--- src/rtl/prx_pkg.sv ---
package prx_pkg;

   typedef enum logic [1:0] {
      SMP_LEVEL = 2'd0,
      SMP_PULSE = 2'd1,
      SMP_SOFT  = 2'd2,
      SMP_RSVD  = 2'd3
   } smp_mode_e;

   typedef enum logic [1:0] {
      FS_IDLE = 2'd0,
      FS_OPEN = 2'd1,
      FS_DONE = 2'd2
   } frm_state_e;

   typedef struct packed {
      logic ok;         // submode in use
      logic neg;        // pulse level is 0
      logic start_inc;  // opening pulse beat is data
      logic end_inc;    // closing pulse beat is data
      logic len_end;    // close by byte count
   } pulse_cfg_t;

   function automatic pulse_cfg_t decode_sub(input logic [3:0] s);
      pulse_cfg_t r;
      logic [3:0] k;
      r = '0;
      k = 4'd0;
      if (s < 4'd12) begin
         r.ok        = 1'b1;
         r.neg       = (s >= 4'd6);
         k           = r.neg ? (s - 4'd6) : s;
         r.len_end   = (k >= 4'd4);
         r.start_inc = (k == 4'd0) || (k == 4'd1) || (k == 4'd4);
         r.end_inc   = (k == 4'd0) || (k == 4'd2);
      end
      return r;
   endfunction

endpackage

--- src/rtl/prx_capture.sv ---
module prx_capture #(
   parameter int DATA_W    = 16,
   parameter bit FALL_PATH = 1'b1
) (
   input  logic              clk,
   input  logic              rst_n,
   input  logic              fall_sel,
   input  logic [DATA_W-1:0] din,
   output logic [DATA_W-1:0] beat
);

   logic [DATA_W-1:0] rise_q;

   always_ff @(posedge clk or negedge rst_n) begin
      if (!rst_n) rise_q <= '0;
      else        rise_q <= din;
   end

   generate
      if (FALL_PATH) begin : g_fall
         logic [DATA_W-1:0] fall_q;
         logic [DATA_W-1:0] fall_r;
         always_ff @(negedge clk or negedge rst_n) begin
            if (!rst_n) fall_q <= '0;
            else        fall_q <= din;
         end
         // retime so both edges reach the framer in the same cycle
         always_ff @(posedge clk or negedge rst_n) begin
            if (!rst_n) fall_r <= '0;
            else        fall_r <= fall_q;
         end
         assign beat = fall_sel ? fall_r : rise_q;
      end else begin : g_rise_only
         logic unused_sel;
         assign unused_sel = fall_sel;
         assign beat = rise_q;
      end
   endgenerate

endmodule

--- src/rtl/prx_timeout.sv ---
module prx_timeout #(
   parameter int TO_W = 16
) (
   input  logic            clk,
   input  logic            rst_n,
   input  logic            open,
   input  logic            busy,
   input  logic            enable,
   input  logic [TO_W-1:0] thresh,
   output logic            hit
);

   logic [TO_W-1:0] cnt;
   logic [TO_W:0]   cnt_nx;

   assign cnt_nx = {1'b0, cnt} + {{TO_W{1'b0}}, 1'b1};
   assign hit    = open && enable && !busy && (cnt_nx >= {1'b0, thresh});

   always_ff @(posedge clk or negedge rst_n) begin
      if (!rst_n)                        cnt <= '0;
      else if (!open || busy || !enable) cnt <= '0;
      else if (!hit)                     cnt <= cnt_nx[TO_W-1:0];
   end

endmodule

--- src/rtl/prx_frame_ctl.sv ---
module prx_frame_ctl
   import prx_pkg::*;
#(
   parameter int DATA_W = 16,
   parameter int LEN_W  = 16,
   parameter int SEL_W  = 4
) (
   input  logic              clk,
   input  logic              rst_n,
   input  logic              cfg_start,
   input  logic [1:0]        cfg_mode,
   input  logic              cfg_level_low,
   input  logic [3:0]        cfg_pulse_sub,
   input  logic              cfg_sw_en,
   input  logic [SEL_W-1:0]  cfg_en_line,
   input  logic              cfg_eof_by_en,
   input  logic [LEN_W-1:0]  cfg_byte_len,
   input  logic [DATA_W-1:0] beat,
   input  logic              to_hit,
   output logic              frm_open,
   output logic              frm_busy,
   output logic [DATA_W-1:0] out_data,
   output logic              out_valid,
   output logic              out_eof,
   output logic              out_err_eof
);

   localparam int BPB = DATA_W / 8;

   frm_state_e     state, nxt_norm, nxt;
   smp_mode_e      mode;
   pulse_cfg_t     sc;
   logic [LEN_W:0] bytes, bytes_nx;
   logic           en_bit, lvl_act, pulse, reach;
   logic           acc, end_norm, end_f, err_f;

   assign mode     = smp_mode_e'(cfg_mode);
   assign sc       = decode_sub(cfg_pulse_sub);
   assign en_bit   = beat[cfg_en_line];
   assign lvl_act  = en_bit ^ cfg_level_low;
   assign pulse    = en_bit ^ sc.neg;
   assign bytes_nx = bytes + (LEN_W + 1)'(BPB);
   assign reach    = (bytes_nx >= {1'b0, cfg_byte_len});

   // framing decision without the watchdog
   always_comb begin
      acc      = 1'b0;
      end_norm = 1'b0;
      nxt_norm = state;
      if (!cfg_start) begin
         nxt_norm = FS_IDLE;
      end else begin
         case (state)
            FS_IDLE: begin
               case (mode)
                  SMP_LEVEL: if (lvl_act) begin
                     acc      = 1'b1;
                     nxt_norm = FS_OPEN;
                     if (!cfg_eof_by_en && reach) begin
                        end_norm = 1'b1;
                        nxt_norm = FS_DONE;
                     end
                  end
                  SMP_PULSE: if (sc.ok && pulse) begin
                     acc      = sc.start_inc;
                     nxt_norm = FS_OPEN;
                     if (sc.len_end && sc.start_inc && reach) begin
                        end_norm = 1'b1;
                        nxt_norm = FS_DONE;
                     end
                  end
                  SMP_SOFT: if (cfg_sw_en) begin
                     acc      = 1'b1;
                     nxt_norm = FS_OPEN;
                     if (reach) begin
                        end_norm = 1'b1;
                        nxt_norm = FS_DONE;
                     end
                  end
                  default: ;
               endcase
            end
            FS_OPEN: begin
               case (mode)
                  SMP_LEVEL: begin
                     if (lvl_act) begin
                        acc = 1'b1;
                        if (!cfg_eof_by_en && reach) begin
                           end_norm = 1'b1;
                           nxt_norm = FS_DONE;
                        end
                     end else if (cfg_eof_by_en) begin
                        end_norm = 1'b1;
                        nxt_norm = FS_DONE;
                     end
                  end
                  SMP_PULSE: begin
                     if (!sc.ok) begin
                        acc = 1'b0;
                     end else if (sc.len_end) begin
                        acc = 1'b1;
                        if (reach) begin
                           end_norm = 1'b1;
                           nxt_norm = FS_DONE;
                        end
                     end else if (pulse) begin
                        acc      = sc.end_inc;
                        end_norm = 1'b1;
                        nxt_norm = FS_DONE;
                     end else begin
                        acc = 1'b1;
                     end
                  end
                  SMP_SOFT: if (cfg_sw_en) begin
                     acc = 1'b1;
                     if (reach) begin
                        end_norm = 1'b1;
                        nxt_norm = FS_DONE;
                     end
                  end
                  default: ;
               endcase
            end
            default: ;
         endcase
      end
   end

   assign frm_open = (state == FS_OPEN);
   assign frm_busy = acc || end_norm;

   // merge the watchdog end
   always_comb begin
      nxt   = nxt_norm;
      end_f = end_norm;
      err_f = 1'b0;
      if (cfg_start && to_hit) begin
         nxt   = FS_DONE;
         end_f = 1'b1;
         err_f = 1'b1;
      end
   end

   always_ff @(posedge clk or negedge rst_n) begin
      if (!rst_n) begin
         state <= FS_IDLE;
         bytes <= '0;
      end else begin
         state <= nxt;
         if (nxt != FS_OPEN)
            bytes <= '0;
         else if (acc)
            bytes <= (bytes_nx < bytes) ? bytes : bytes_nx;
      end
   end

   always_ff @(posedge clk or negedge rst_n) begin
      if (!rst_n) begin
         out_data    <= '0;
         out_valid   <= 1'b0;
         out_eof     <= 1'b0;
         out_err_eof <= 1'b0;
      end else begin
         out_data    <= beat;
         out_valid   <= acc;
         out_eof     <= end_f;
         out_err_eof <= err_f;
      end
   end

endmodule

--- src/rtl/prx_rx_sampler.sv ---
module prx_rx_sampler #(
   parameter int DATA_W    = 16,
   parameter int LEN_W     = 16,
   parameter int TO_W      = 16,
   parameter bit FALL_PATH = 1'b1,
   localparam int SEL_W    = $clog2(DATA_W)
) (
   input  logic              clk,
   input  logic              rst_n,
   input  logic              cfg_start,
   input  logic [1:0]        cfg_mode,
   input  logic              cfg_level_low,
   input  logic [3:0]        cfg_pulse_sub,
   input  logic              cfg_sw_en,
   input  logic [SEL_W-1:0]  cfg_en_line,
   input  logic              cfg_eof_by_en,
   input  logic [LEN_W-1:0]  cfg_byte_len,
   input  logic              cfg_to_en,
   input  logic [TO_W-1:0]   cfg_to_thresh,
   input  logic              cfg_fall_edge,
   input  logic [DATA_W-1:0] din,
   output logic [DATA_W-1:0] out_data,
   output logic              out_valid,
   output logic              out_eof,
   output logic              out_err_eof
);

   generate
      if ((DATA_W < 8) || (DATA_W % 8 != 0)) begin : g_bad_width
         $error("prx_rx_sampler: DATA_W must be a nonzero multiple of 8");
      end
      if (LEN_W < 2 || TO_W < 2) begin : g_bad_cnt
         $error("prx_rx_sampler: LEN_W and TO_W must be at least 2");
      end
   endgenerate

   logic [DATA_W-1:0] beat;
   logic              frm_open, frm_busy, to_hit;

   prx_capture #(.DATA_W(DATA_W), .FALL_PATH(FALL_PATH)) u_cap (
      .clk      (clk),
      .rst_n    (rst_n),
      .fall_sel (cfg_fall_edge),
      .din      (din),
      .beat     (beat)
   );

   prx_timeout #(.TO_W(TO_W)) u_to (
      .clk    (clk),
      .rst_n  (rst_n),
      .open   (frm_open),
      .busy   (frm_busy),
      .enable (cfg_to_en),
      .thresh (cfg_to_thresh),
      .hit    (to_hit)
   );

   prx_frame_ctl #(.DATA_W(DATA_W), .LEN_W(LEN_W), .SEL_W(SEL_W)) u_frm (
      .clk           (clk),
      .rst_n         (rst_n),
      .cfg_start     (cfg_start),
      .cfg_mode      (cfg_mode),
      .cfg_level_low (cfg_level_low),
      .cfg_pulse_sub (cfg_pulse_sub),
      .cfg_sw_en     (cfg_sw_en),
      .cfg_en_line   (cfg_en_line),
      .cfg_eof_by_en (cfg_eof_by_en),
      .cfg_byte_len  (cfg_byte_len),
      .beat          (beat),
      .to_hit        (to_hit),
      .frm_open      (frm_open),
      .frm_busy      (frm_busy),
      .out_data      (out_data),
      .out_valid     (out_valid),
      .out_eof       (out_eof),
      .out_err_eof   (out_err_eof)
   );

endmodule

--- config.mk ---
export PLATFORM = sky130hd
export DESIGN_NAME = prx_rx_sampler
export DESIGN_NICKNAME = d
export VERILOG_FILES = /design/src/rtl/prx_pkg.sv /design/src/rtl/prx_capture.sv /design/src/rtl/prx_timeout.sv /design/src/rtl/prx_frame_ctl.sv /design/src/rtl/prx_rx_sampler.sv
export SDC_FILE = /design/constraint.sdc
export NUM_CORES = 1
export LEC_CHECK = 0
export BUFFER_PORTS_ARGS = -buffer_cell sky130_fd_sc_hd__buf_2
export CAP_MARGIN = 5
export CELL_PAD_IN_SITES_DETAIL_PLACEMENT = 0
export CELL_PAD_IN_SITES_GLOBAL_PLACEMENT = 1
export CORE_UTILIZATION = 48
export CTS_CLUSTER_DIAMETER = 50
export DETAILED_ROUTE_END_ITERATION = 7
export PLACE_DENSITY_LB_ADDON = 0.1
export SLEW_MARGIN = 10
export SYNTH_ARGS = -nofsm -noshare
export SYNTH_HDL_FRONTEND = slang
export SYNTH_SLANG_ARGS = --single-unit
--- constraint.sdc ---
create_clock -name clk -period 6.7 [get_ports clk]
set_clock_uncertainty 0.15 [all_clocks]
set_input_delay 1.34 -clock clk [delete_from_list [all_inputs] [get_ports clk]]
set_output_delay 1.34 -clock clk [all_outputs]
set_load 0.03 [all_outputs]
After elaboration in Yosys (flattened, before gate mapping)
Cells that the tools add are included.
- register bits: 102
- input port bits: 66
- $add $sub $neg: 3
- order comparisons: 7
- eq/ne operators: 9
- mux-type cells: 56
- bitwise operators: 2
- reduce and logical (&&, ||, !) cells: 23
- operator list (operator ; count):
    two-way mux 17 bit ; 3
    two-way mux 16 bit ; 3
    >= comparator 17 x 16 -> 1 bit ; 2
    two-way mux 2 bit ; 16
    two-way mux 1 bit ; 22
    adder 16 x 1 -> 17 bit (second input constant) ; 1
    adder 17 x 2 -> 17 bit (second input constant) ; 1
    < comparator 17 bit ; 1
    one-hot mux 1 bit (3 select lines) ; 4
    one-hot mux 2 bit (3 select lines) ; 2
    >= comparator 4 x 3 -> 1 bit (second input constant) ; 2
    logical AND 1 bit ; 8
    logical OR 1 bit ; 6
    < comparator 4 x 5 -> 1 bit (second input constant) ; 1
    two-way mux 5 bit ; 1
    binary-select mux 1 bit (select 4 bit) ; 1
    == test 2 x 1 -> 1 bit (second input constant) ; 2
    == test 4 x 1 -> 1 bit (second input constant) ; 1
    == test 4 x 2 -> 1 bit (second input constant) ; 1
    == test 4 x 3 -> 1 bit (second input constant) ; 1
    logical NOT 1 bit ; 4
    logical NOT 2 bit ; 2
    logical NOT 4 bit ; 1
    < comparator 4 bit (second input constant) ; 1
    10 further kinds ; 13

Depth between registers and ports, before layout
- word-level depth: 22
- gate-level depth with buffers: 20
- gate-level depth less buffers: 17

Hierarchy
Synthesis repeated with hierarchy kept, for this count alone.
- cells, all modules: 593
- area total of the unflattened synthesis: 6138.4 µm²
- modules (own cells, without submodules) (module ; instances ; cells an instance ; area each (µm²) ; sequential area each (µm²)):
    prx_frame_ctl ; 1 ; 348 ; 3105.5 ; 925.9
    prx_timeout ; 1 ; 179 ; 1582.8 ; 400.4
    prx_capture ; 1 ; 66 ; 1450.1 ; 1201.2

==> flow_summary.yaml <==
die:
  num_io_pins: 85
  initial_core_util: 0.4939
  die_y_um: 110.4
  fp.dieW_um: 110.4
  rows: 39
  dieArea_um2: 12190
  core-area_um2: 11420
cells_and_area:
  final_area_um2: 6524
  area_growth_pct: 15.69
  drive_gt1_frac: 0.2313
  antennaDiodeCount: 0
  fin_nets: 729
  final_core_util: 0.5713
timing:
  finalSetupViolCount: 0
  tns_ps: 0
  finalHoldViolCount: 0
  fmax_mhz: 194.0
  worst_slew_pin_slew_ps: 1199
  final.min_clock_period_ps: 5155
  slew_violations: 0
  relSlewSlack: 0.2009
  fin_crit_sh: 0.7694
  rsz0062_at_grt: "no"
  whs_ps: 347.5
logic_synthesis:
  syn_area_um2: 5639
  synth-edff-count: 0
  synthesis.nets: 643
  syn_inst: 536
  syn_avg_cell_area_um2: 10.52
  async_reset_ff_frac: 1.000
  ys_seq_area_frac: 0.4482
  synth_cell_types: 70
  yosys_warnings: 0
  ys.flop_type: "dfrtp_1"
  ys_seq_elements: 101
setup_path:
  critPathRequiredTime_ps: 6780
  critical_path.max_stage_delay_ps: 1000
  r2r_end: "u_frm.bytes[9]$_DFFE_PN0P_"
  crit_path_cell_trace: "and3_1 > and3_1 > nand2_1 > inv_1 > and3_1 > ha_1 > inv_1 > ha_1 > nand4_1 > a21oi_1 > a2111oi_0 > nand2_1 > o311ai_0 > o32ai_1 > a211oi_2 > or4b_1 > a211oi_1"
  cp_slowest_cell: "or4b_1"
  path_class: "reg -> reg"
  r2r-start: "u_frm.bytes[4]$_DFFE_PN0P_"
  endpoint: "u_frm.bytes[9]$_DFFE_PN0P_"
  critPathMaxFanout: 16
  rr_worst_depth: 17
  cp.arrival_ps: 5240
  cpMostUsedCell: "and3_1"
  cp-end-kind: "flip-flop"
  startpoint: "u_frm.bytes[4]$_DFFE_PN0P_"
  critPathLaunchType: "flip-flop"
  r2r_slack_ps: 1540
status:
  outcome: "finished, final reports clean"
pwr:
  clkPwrFrac: 0.394
  p_sw_mw: 0.3594
  powerDensity_nw_per_um2: 202.9
  power_leakage_nw: 3.259
  p_int_mw: 0.9645
  power_switching_share: 0.2715
  p_seq_frac: 0.487
  comb_power_share: 0.119
  ir_drop_uv: 242.7
drt:
  routedWlPerCell_um: 14.62
  ant_nets: 0
  viasPerCell: 5.352
  vias: 4121
  remaining_drc_errors: 0
  drt_iter0_markers: 162
  drt-total-wl_mm: 11.25
  dr.pass1.iters: 4
clock_tree:
  cts_buffer_depth: 2
  root_buffer: "clkbuf_16"
  clock_sinks: 101
  cts-hold-fix-buffers: 0
  cts_buffers: 9
  clk_pin_slew_ps: 70
  worstSkewPairLatency_ps: 350
  cts_resized: 0
  cts_setup_buffers: 0
  htreeDepth: 3
  cts_tree: "yes"
grt:
  grt_pass1_wl_mm: 19.00
  antenna_found_initial: 0
  grt_pass1_vias: 3986
  grt-ovfl-total: 0
  grt_max_degree: 62
  grt.total_usage: 0.2053
job:
  maxCapViolCount: 0
place:
  dpl_cell_area_um2: 6203
  dp_hpwl_mm: 8.672
  gp_congestion: 0.8277
  port_buffers: 84
hold_path:
  hp-class: "reg -> reg"
## worst min-delay path by stage
stage	depth (start not counted)	slack [ps]	to	startpoint
global route	1	370	u_frm.out_data[10]$_DFF_PN0_	u_cap.g_fall.fall_r[10]$_DFF_PN0_
global placement	1	320	u_frm.out_data[11]$_DFF_PN0_	u_cap.rise_q[11]$_DFF_PN0_
CTS	1	350	u_frm.out_data[2]$_DFF_PN0_	u_cap.g_fall.fall_r[2]$_DFF_PN0_
finish	1	350	u_frm.out_data[2]$_DFF_PN0_	u_cap.g_fall.fall_r[2]$_DFF_PN0_
detailed placement	1	330	u_frm.out_data[11]$_DFF_PN0_	u_cap.rise_q[11]$_DFF_PN0_
floorplan	1	300	u_frm.out_data[11]$_DFF_PN0_	u_cap.rise_q[11]$_DFF_PN0_
## flip-flops by register name, indices dropped and copies added, names as in the netlist
register and count:
u_frm.out_eof 1, u_frm.out_err_eof 1, u_to.cnt 16, u_frm.out_data 16
u_cap.rise_q 16, u_cap.g_fall.fall_q 16, u_frm.out_valid 1, u_frm.state 2
u_frm.bytes 16, u_cap.g_fall.fall_r 16
## cell usage in the layout, fill, tap and decap left out, types with 11 or more instances in the layout
master	instances
a21oi_1	16
and3_1	13
buf_2	83
dfrtn_1	16
dfrtp_1	85
ha_1	41
inv_1	50
mux2_2	16
nand2_1	30
nand3_1	26
nand4_1	11
nor2_1	40
o21ai_0	11
xnor2_1	18
xor2_1	29
## area by class of cell
| class | count | area (µm²) |
|---|---|---|
| clock buffer | 9 | 225.2 |
| clock inverter | 7 | 91.34 |
| fill | 1034 | 4895 |
| inverter | 50 | 187.7 |
| multi-input combinational | 372 | 2860 |
| sequential | 101 | 2527 |
| tap | 143 | 178.9 |
| timing repair buffer | 88 | 452.9 |
## synthesized netlist by cell type, types with 10 or more instances
| library cell | count | area share |
|---|---|---|
| nand2_1 | 30 | 0.020 |
| o21ai_0 | 11 | 0.0098 |
| a211oi_1 | 10 | 0.013 |
| a21oi_1 | 16 | 0.014 |
| dfrtn_1 | 16 | 0.071 |
| mux2_2 | 16 | 0.032 |
| nor2_1 | 40 | 0.027 |
| nand3_1 | 26 | 0.023 |
| xnor2_1 | 18 | 0.028 |
| xor2_1 | 29 | 0.045 |
| inv_1 | 50 | 0.033 |
| dfrtp_1 | 85 | 0.38 |
| ha_1 | 41 | 0.091 |
| and3_1 | 13 | 0.014 |
| nand4_1 | 11 | 0.012 |
| nor2_4 | 10 | 0.020 |
## layer usage
layer	routed length, µm	global-route usage	vias to the layer above
met1	5350	0.2846	1966
li1	-	-	2069
met4	55	0.05733	0
met2	5316	0.3230	82
met3	531	0.04703	4
met5	0	0	-
## worst max-delay path: cells and delay by family (launching register included)
family	cells	cell delay (ps)
and+or+nand+nor	7	2090
AOI/OAI and AO/OA	6	1610
adders and majority gates	2	590
DFF	1	480
buffers and inverters	2	120
## per-stage QoR
stage / power, mW / setup slack, ps / cells
after global routing: 1.388 / 1188 / 770
after detailed placement: 0.8163 / 1295 / 754
final: 1.324 / 1545 / 770
after CTS: 1.345 / 1472 / 770
after floorplan: 0.7518 / 1716 / 536
after global placement: 0.8129 / 1328 / 754
## power groups by stage
stage          combinational (mW)  clock, mW  sequential (mW)
3_3_place_gp                0.157          0            0.656
3_5_place_dp                0.160          0            0.656
6_report                    0.158      0.521            0.645
2_1_floorplan              0.0817          0            0.670
4_1_cts                     0.161      0.539            0.645
5_1_grt                     0.177      0.563            0.648
## cells by family after synthesis
group | count (synthesis) | synth area share
AO/OA/AOI/OAI | 91 | 0.1187
flip-flops | 101 | 0.4482
AND/OR/NAND/NOR | 161 | 0.1547
multiplexers | 32 | 0.06922
adder cells (fa/ha/maj) | 41 | 0.09097
XOR/XNOR | 47 | 0.07300
buffers and inverters | 63 | 0.04526
(Power assumes the default switching activity.)
